==> src/rtl/ld_pkg.sv <==
package ld_pkg;
  typedef enum logic [0:0] {
    MS_IDLE = 1'b0,
    MS_WAIT = 1'b1
  } meter_state_t;

  typedef enum logic [1:0] {
    SEL_A    = 2'd0,
    SEL_B    = 2'd1,
    SEL_BOTH = 2'd2,
    SEL_ALT  = 2'd3
  } sel_t;

  localparam int NUM_CH = 2;
endpackage

==> src/rtl/ld_phase_meter.sv <==
module ld_phase_meter #(
  parameter int TMO = 255,
  localparam int CW = $clog2(TMO + 1)
) (
  input  logic          clk,
  input  logic          rst,
  input  logic          clr,
  input  logic          ref_i,
  input  logic          fb_i,
  output logic          ev_v,
  output logic          ev_tmo,
  output logic [CW-1:0] ev_err
);
  import ld_pkg::*;

  meter_state_t  st;
  logic          ref_q, fb_q;
  logic          lead_ref;
  logic [CW-1:0] cnt;
  logic          ref_e, fb_e, partner;

  assign ref_e   = ref_i & ~ref_q;
  assign fb_e    = fb_i & ~fb_q;
  assign partner = lead_ref ? fb_e : ref_e;

  always_ff @(posedge clk) begin
    if (rst || clr) begin
      st       <= MS_IDLE;
      ref_q    <= 1'b0;
      fb_q     <= 1'b0;
      lead_ref <= 1'b0;
      cnt      <= '0;
      ev_v     <= 1'b0;
      ev_tmo   <= 1'b0;
      ev_err   <= '0;
    end else begin
      ref_q <= ref_i;
      fb_q  <= fb_i;
      ev_v  <= 1'b0;
      case (st)
        MS_IDLE: begin
          if (ref_e && fb_e) begin
            ev_v   <= 1'b1;
            ev_tmo <= 1'b0;
            ev_err <= '0;
          end else if (ref_e || fb_e) begin
            st       <= MS_WAIT;
            lead_ref <= ref_e;
            cnt      <= CW'(1);
          end
        end
        MS_WAIT: begin
          if (partner) begin
            ev_v   <= 1'b1;
            ev_tmo <= 1'b0;
            ev_err <= cnt;
            st     <= MS_IDLE;
          end else if (cnt == CW'(TMO)) begin
            ev_v   <= 1'b1;
            ev_tmo <= 1'b1;
            ev_err <= cnt;
            st     <= MS_IDLE;
          end else begin
            cnt <= cnt + CW'(1);
          end
        end
        default: st <= MS_IDLE;
      endcase
    end
  end
endmodule

==> src/rtl/ld_event_thin.sv <==
module ld_event_thin #(
  parameter int RATIO = 4,
  localparam int PW = $clog2(RATIO)
) (
  input  logic clk,
  input  logic rst,
  input  logic clr,
  input  logic thin_en,
  input  logic ev_in,
  output logic ev_out
);
  logic [PW-1:0] ph;

  assign ev_out = ev_in & (~thin_en | (ph == PW'(RATIO - 1)));

  always_ff @(posedge clk) begin
    if (rst || clr || !thin_en) begin
      ph <= '0;
    end else if (ev_in) begin
      ph <= (ph == PW'(RATIO - 1)) ? '0 : ph + PW'(1);
    end
  end
endmodule

==> src/rtl/ld_hysteresis.sv <==
module ld_hysteresis #(
  parameter int TW = 8,
  parameter int CW = 8,
  parameter int GOOD_N = 5,
  localparam int EW = (CW > TW + 1) ? CW : TW + 1,
  localparam int GW = $clog2(GOOD_N + 1)
) (
  input  logic          clk,
  input  logic          rst,
  input  logic          clr,
  input  logic          ev,
  input  logic          ev_tmo,
  input  logic [CW-1:0] ev_err,
  input  logic [TW-1:0] acq_thr,
  output logic          lock_o,
  output logic [GW-1:0] good_cnt
);
  logic [EW-1:0] err_x, acq_x, hold_x;
  logic          is_good, is_lost;

  assign err_x   = EW'(ev_err);
  assign acq_x   = EW'(acq_thr);
  assign hold_x  = EW'({acq_thr, 1'b0});
  assign is_good = !ev_tmo && (err_x < acq_x);
  assign is_lost = ev_tmo || (err_x > hold_x);

  always_ff @(posedge clk) begin
    if (rst || clr) begin
      lock_o   <= 1'b0;
      good_cnt <= '0;
    end else if (ev) begin
      if (!lock_o) begin
        if (!is_good) begin
          good_cnt <= '0;
        end else if (good_cnt == GW'(GOOD_N - 1)) begin
          lock_o   <= 1'b1;
          good_cnt <= '0;
        end else begin
          good_cnt <= good_cnt + GW'(1);
        end
      end else if (is_lost) begin
        lock_o   <= 1'b0;
        good_cnt <= '0;
      end
    end
  end
endmodule

==> src/rtl/lock_detect_pair.sv <==
module lock_detect_pair #(
  parameter int TW = 8,
  parameter int TMO = 255,
  parameter int GOOD_N = 5,
  localparam int CW = $clog2(TMO + 1),
  localparam int GW = $clog2(GOOD_N + 1)
) (
  input  logic          clk,
  input  logic          rst,
  input  logic          ref_a,
  input  logic          fb_a,
  input  logic          ref_b,
  input  logic          fb_b,
  input  logic          pd_a,
  input  logic          pd_b,
  input  logic          div4_a,
  input  logic          div4_b,
  input  logic [TW-1:0] acq_thr_a,
  input  logic [TW-1:0] acq_thr_b,
  input  logic [1:0]    mode,
  output logic          lock_a,
  output logic          lock_b,
  output logic          lock_out
);
  import ld_pkg::*;

  logic [NUM_CH-1:0]   ref_v, fb_v, pd_v, d4_v, lk_v, ev_pass;
  logic [TW-1:0]       thr_v [NUM_CH];
  logic [GW-1:0]       good_v [NUM_CH];

  assign ref_v    = {ref_b, ref_a};
  assign fb_v     = {fb_b, fb_a};
  assign pd_v     = {pd_b, pd_a};
  assign d4_v     = {div4_b, div4_a};
  assign thr_v[0] = acq_thr_a;
  assign thr_v[1] = acq_thr_b;

  for (genvar g = 0; g < NUM_CH; g++) begin : g_ch
    logic          m_v, m_tmo;
    logic [CW-1:0] m_err;

    ld_phase_meter #(.TMO(TMO)) u_meter (
      .clk(clk), .rst(rst), .clr(pd_v[g]),
      .ref_i(ref_v[g]), .fb_i(fb_v[g]),
      .ev_v(m_v), .ev_tmo(m_tmo), .ev_err(m_err)
    );

    ld_event_thin #(.RATIO(4)) u_thin (
      .clk(clk), .rst(rst), .clr(pd_v[g]),
      .thin_en(d4_v[g]), .ev_in(m_v), .ev_out(ev_pass[g])
    );

    ld_hysteresis #(.TW(TW), .CW(CW), .GOOD_N(GOOD_N)) u_hyst (
      .clk(clk), .rst(rst), .clr(pd_v[g]),
      .ev(ev_pass[g]), .ev_tmo(m_tmo), .ev_err(m_err),
      .acq_thr(thr_v[g]), .lock_o(lk_v[g]), .good_cnt(good_v[g])
    );
  end

  assign lock_a = lk_v[0];
  assign lock_b = lk_v[1];

  always_ff @(posedge clk) begin
    if (rst) begin
      lock_out <= 1'b0;
    end else begin
      case (sel_t'(mode))
        SEL_A:   lock_out <= lk_v[0];
        SEL_B:   lock_out <= lk_v[1];
        default: lock_out <= &lk_v;
      endcase
    end
  end
endmodule

==> config.mk <==
export PLATFORM = sky130hd
export DESIGN_NAME = lock_detect_pair
export DESIGN_NICKNAME = d
export VERILOG_FILES = /design/src/rtl/ld_pkg.sv /design/src/rtl/ld_phase_meter.sv /design/src/rtl/ld_event_thin.sv /design/src/rtl/ld_hysteresis.sv /design/src/rtl/lock_detect_pair.sv
export SDC_FILE = /design/constraint.sdc
export NUM_CORES = 1
export LEC_CHECK = 0
export CORE_MARGIN = 4
export CORE_UTILIZATION = 40
export CTS_BUF_LIST = sky130_fd_sc_hd__clkbuf_16
export CTS_CLUSTER_SIZE = 12
export DETAILED_ROUTE_END_ITERATION = 8
export GPL_TIMING_DRIVEN = 0
export PLACE_DENSITY_LB_ADDON = 0.15
export SLEW_MARGIN = 15
export SYNTH_ARGS = -nofsm -noshare
export SYNTH_HDL_FRONTEND = slang
export SYNTH_SLANG_ARGS = --single-unit
export TNS_END_PERCENT = 50
==> constraint.sdc <==
create_clock -name clk -period 5.3 [get_ports clk]
set_input_delay 1.06 -clock clk [delete_from_list [all_inputs] [get_ports clk]]
set_output_delay 1.06 -clock clk [all_outputs]
set_load 0.03 [all_outputs]
==> results.json <==
{
  "outcome": "finished, final reports clean",
  "grt.overflow.total": 0,
  "end_kind": "flip-flop",
  "yosysWarnings": 0,
  "ys_seq_area_frac": 0.347,
  "final_cell_mix": "dfxtp_1 (57), nor2_1 (46), ha_1 (40)",
  "instances_no_fill": 529,
  "area_delta_synth_final_pct": 20.7,
  "cts_buffers": 9,
  "cts.sinks": 57,
  "clock_path_buffers": 2,
  "first_global_vias": 2606,
  "start_kind": "primary input",
  "clk_pin_slew_worst_paths_ns": 0.05,
  "hold_buffers": 0,
  "hold_viol": 0,
  "ys_seq_elements": 57,
  "maxCapViolations": 0,
  "power_density_nw_per_um2": 259,
  "post-route-drc-count": 0,
  "dp_hpwl_um": 5490,
  "vdd_drop_max_mv": 0.145,
  "nets": 490,
  "synthArstFlopShare": 0,
  "drtIter0Drc": 132,
  "synthFlopType": "dfxtp_1",
  "ys_types": 49,
  "crit_arrival_ns": 3.34,
  "initial_core_util": 0.419,
  "setup_viol": 0,
  "yosysTopAreaCell": "dfxtp_1",
  "grt_pass1_wl_um": 12200,
  "diodes": 0,
  "ant_nets": 0,
  "syn_area_um2": 3280,
  "synth-edff-count": 0,
  "regArea_um2": 1140,
  "dr.pass1.iters": 5,
  "vias": 2762,
  "drv_slew": 0,
  "final_common_cell": "dfxtp_1",
  "cts_tree": "yes",
  "root_buffer": "clkbuf_16",
  "placed_cells": 513,
  "max-slew-margin-rel": 0.296,
  "avgSynthCellArea_um2": 8.62,
  "grtUsageTotal": 0.153,
  "grt_start_max_net_pins": 11,
  "wirelength_um": 7030,
  "dieArea_um2": 9720,
  "path_max_fanout": 4,
  "crit_required_ns": 5.55,
  "setup_tns_ns": 0,
  "wl_per_cell_um": 13.3,
  "synthDominantCellAreaShare": 0.347,
  "placed_cell_area_um2": 3710,
  "p_leak_nw": 1.66,
  "fmax_ghz": 0.323,
  "r2r-start": "g_ch[0].u_meter.ref_q$_SDFF_PP0_",
  "layout-drive-gt1-share": 0.0539,
  "cts_resized": 0,
  "multi_input_area_um2": 1990,
  "crit_path_start": "acq_thr_b[1]",
  "rsz0062_at_grt": "no",
  "die_y_um": 98.6,
  "gp_congestion": 0.789,
  "rows": 32,
  "core-area_um2": 7850,
  "postLayoutCoreUtil": 0.505,
  "io_pins": 31,
  "syn_inst": 381,
  "die_x_um": 98.6,
  "htree_levels": 3,
  "finClkSkew_ns": 0.00565,
  "hp-class": "flip-flop to flip-flop",
  "finalInstanceArea_um2": 3970,
  "finalCriticalPeriod_ns": 3.09,
  "period_share": 0.583,
  "place.port_buffers": 30,
  "max_slew.worst_pin.slew_ns": 1.04,
  "vias_per_cell": 5.22,
  "netlist_top_cells_area": "dfxtp_1 (35%), ha_1 (15%), nor2_1 (5.3%)",
  "cts_setup_buffers": 0,
  "n_fill_cell": 765,
  "hold_start": "g_ch[0].u_hyst.good_cnt[1]$_SDFFE_PP0P_",
  "clk_latency_ns": 0.32,
  "antenna_found_initial": 0,
  "critical_path_class": "primary input to flip-flop",
  "syn_nets": 449
}
layer usage:
layer	share of wire	vias to the layer above	track usage
met1	0.54	1263	0.225
met3	0.044	8	0.0340
met5	0	-	0
met4	0.012	0	0.0546
li1	-	1454	-
met2	0.40	37	0.218
through the flow:
step	power [mW]	hold slack, ns	setup slack, ns
global route	1.07	0.509	2.01
finish	1.03	0.475	2.21
CTS	1.04	0.475	2.21
global placement	0.546	0.467	1.88
detailed placement	0.547	0.469	1.87
floorplan	0.507	0.451	2.64
state kept, by name (all words and copies together), names as in the netlist, 4 cells and up:
signal and cells:
g_ch.u_hyst.good_cnt 6, g_ch.u_meter.cnt 16, g_ch.u_meter.ev_err 16, g_ch.u_thin.ph 4
critical path, cell delays in order:
cell	delay [ns]
clkdlybuf4s50_1	0.45
inv_1	0.05
ha_1	0.28
o211ai_1	0.15
a21oi_1	0.06
o41ai_1	0.90
nand4_1	0.21
mux2i_1	0.17
layout make-up:
class / instances / share of cell area
Buffer: 7 / 0.00726
Clock buffer: 9 / 0.0568
Clock inverter: 7 / 0.00694
Inverter: 32 / 0.0303
Multi-Input combinational cell: 285 / 0.503
Sequential cell: 57 / 0.288
Tap cell: 102 / 0.0322
Timing Repair Buffer: 30 / 0.0757
synth_stat cells (2+ instances only):
library cell,count
nor2b_1,4
a21oi_1,18
nand2_1,29
a211o_1,2
nor2_1,46
nand4_1,4
a31o_2,2
and4_1,2
a21o_1,4
o21a_1,5
and2_1,7
or3_1,5
clkbuf_1,5
ha_1,40
a21boi_0,2
nor3_1,5
o31ai_1,2
o211ai_1,4
a211oi_1,6
o21ai_0,9
o2111ai_1,4
nand3b_1,3
mux2i_1,13
and3_1,8
nand3_1,11
or2_2,5
a22oi_1,16
dfxtp_1,57
nand2b_1,5
inv_1,32
o22ai_1,2
xnor2_1,6
buf_2,2
final timing paths:
path                                             end  slack, ns  cells after the start
max          g_ch[1].u_hyst.good_cnt[0]$_SDFFE_PP0P_       2.21                      8
max reg2reg      g_ch[0].u_meter.cnt[3]$_SDFFE_PP0P_       3.13                      8
min reg2reg  g_ch[0].u_hyst.good_cnt[1]$_SDFFE_PP0P_       0.47                      2
min          g_ch[0].u_hyst.good_cnt[1]$_SDFFE_PP0P_       0.47                      2
cell families (layout without fill, tap and decap cells):
| family | Yosys count | in the layout | synth area share |
|---|---|---|---|
| AO/OA/AOI/OAI | 86 | 86 | 0.189 |
| multiplexers | 13 | 13 | 0.0396 |
| buffers and inverters | 39 | 85 | 0.0453 |
| AND/OR/NAND/NOR | 140 | 140 | 0.211 |
| adder cells (fa/ha/maj) | 40 | 40 | 0.152 |
| flip-flops | 57 | 57 | 0.347 |
| XOR/XNOR | 6 | 6 | 0.0160 |
power by group:
| part | switching, mW | internal [mW] |
|---|---|---|
| clock | 0.185 | 0.304 |
| sequential | 0.00516 | 0.435 |
| combinational | 0.0536 | 0.0446 |
| total | 0.244 | 0.784 |
No activity file was read; power rests on OpenSTA's default activity.
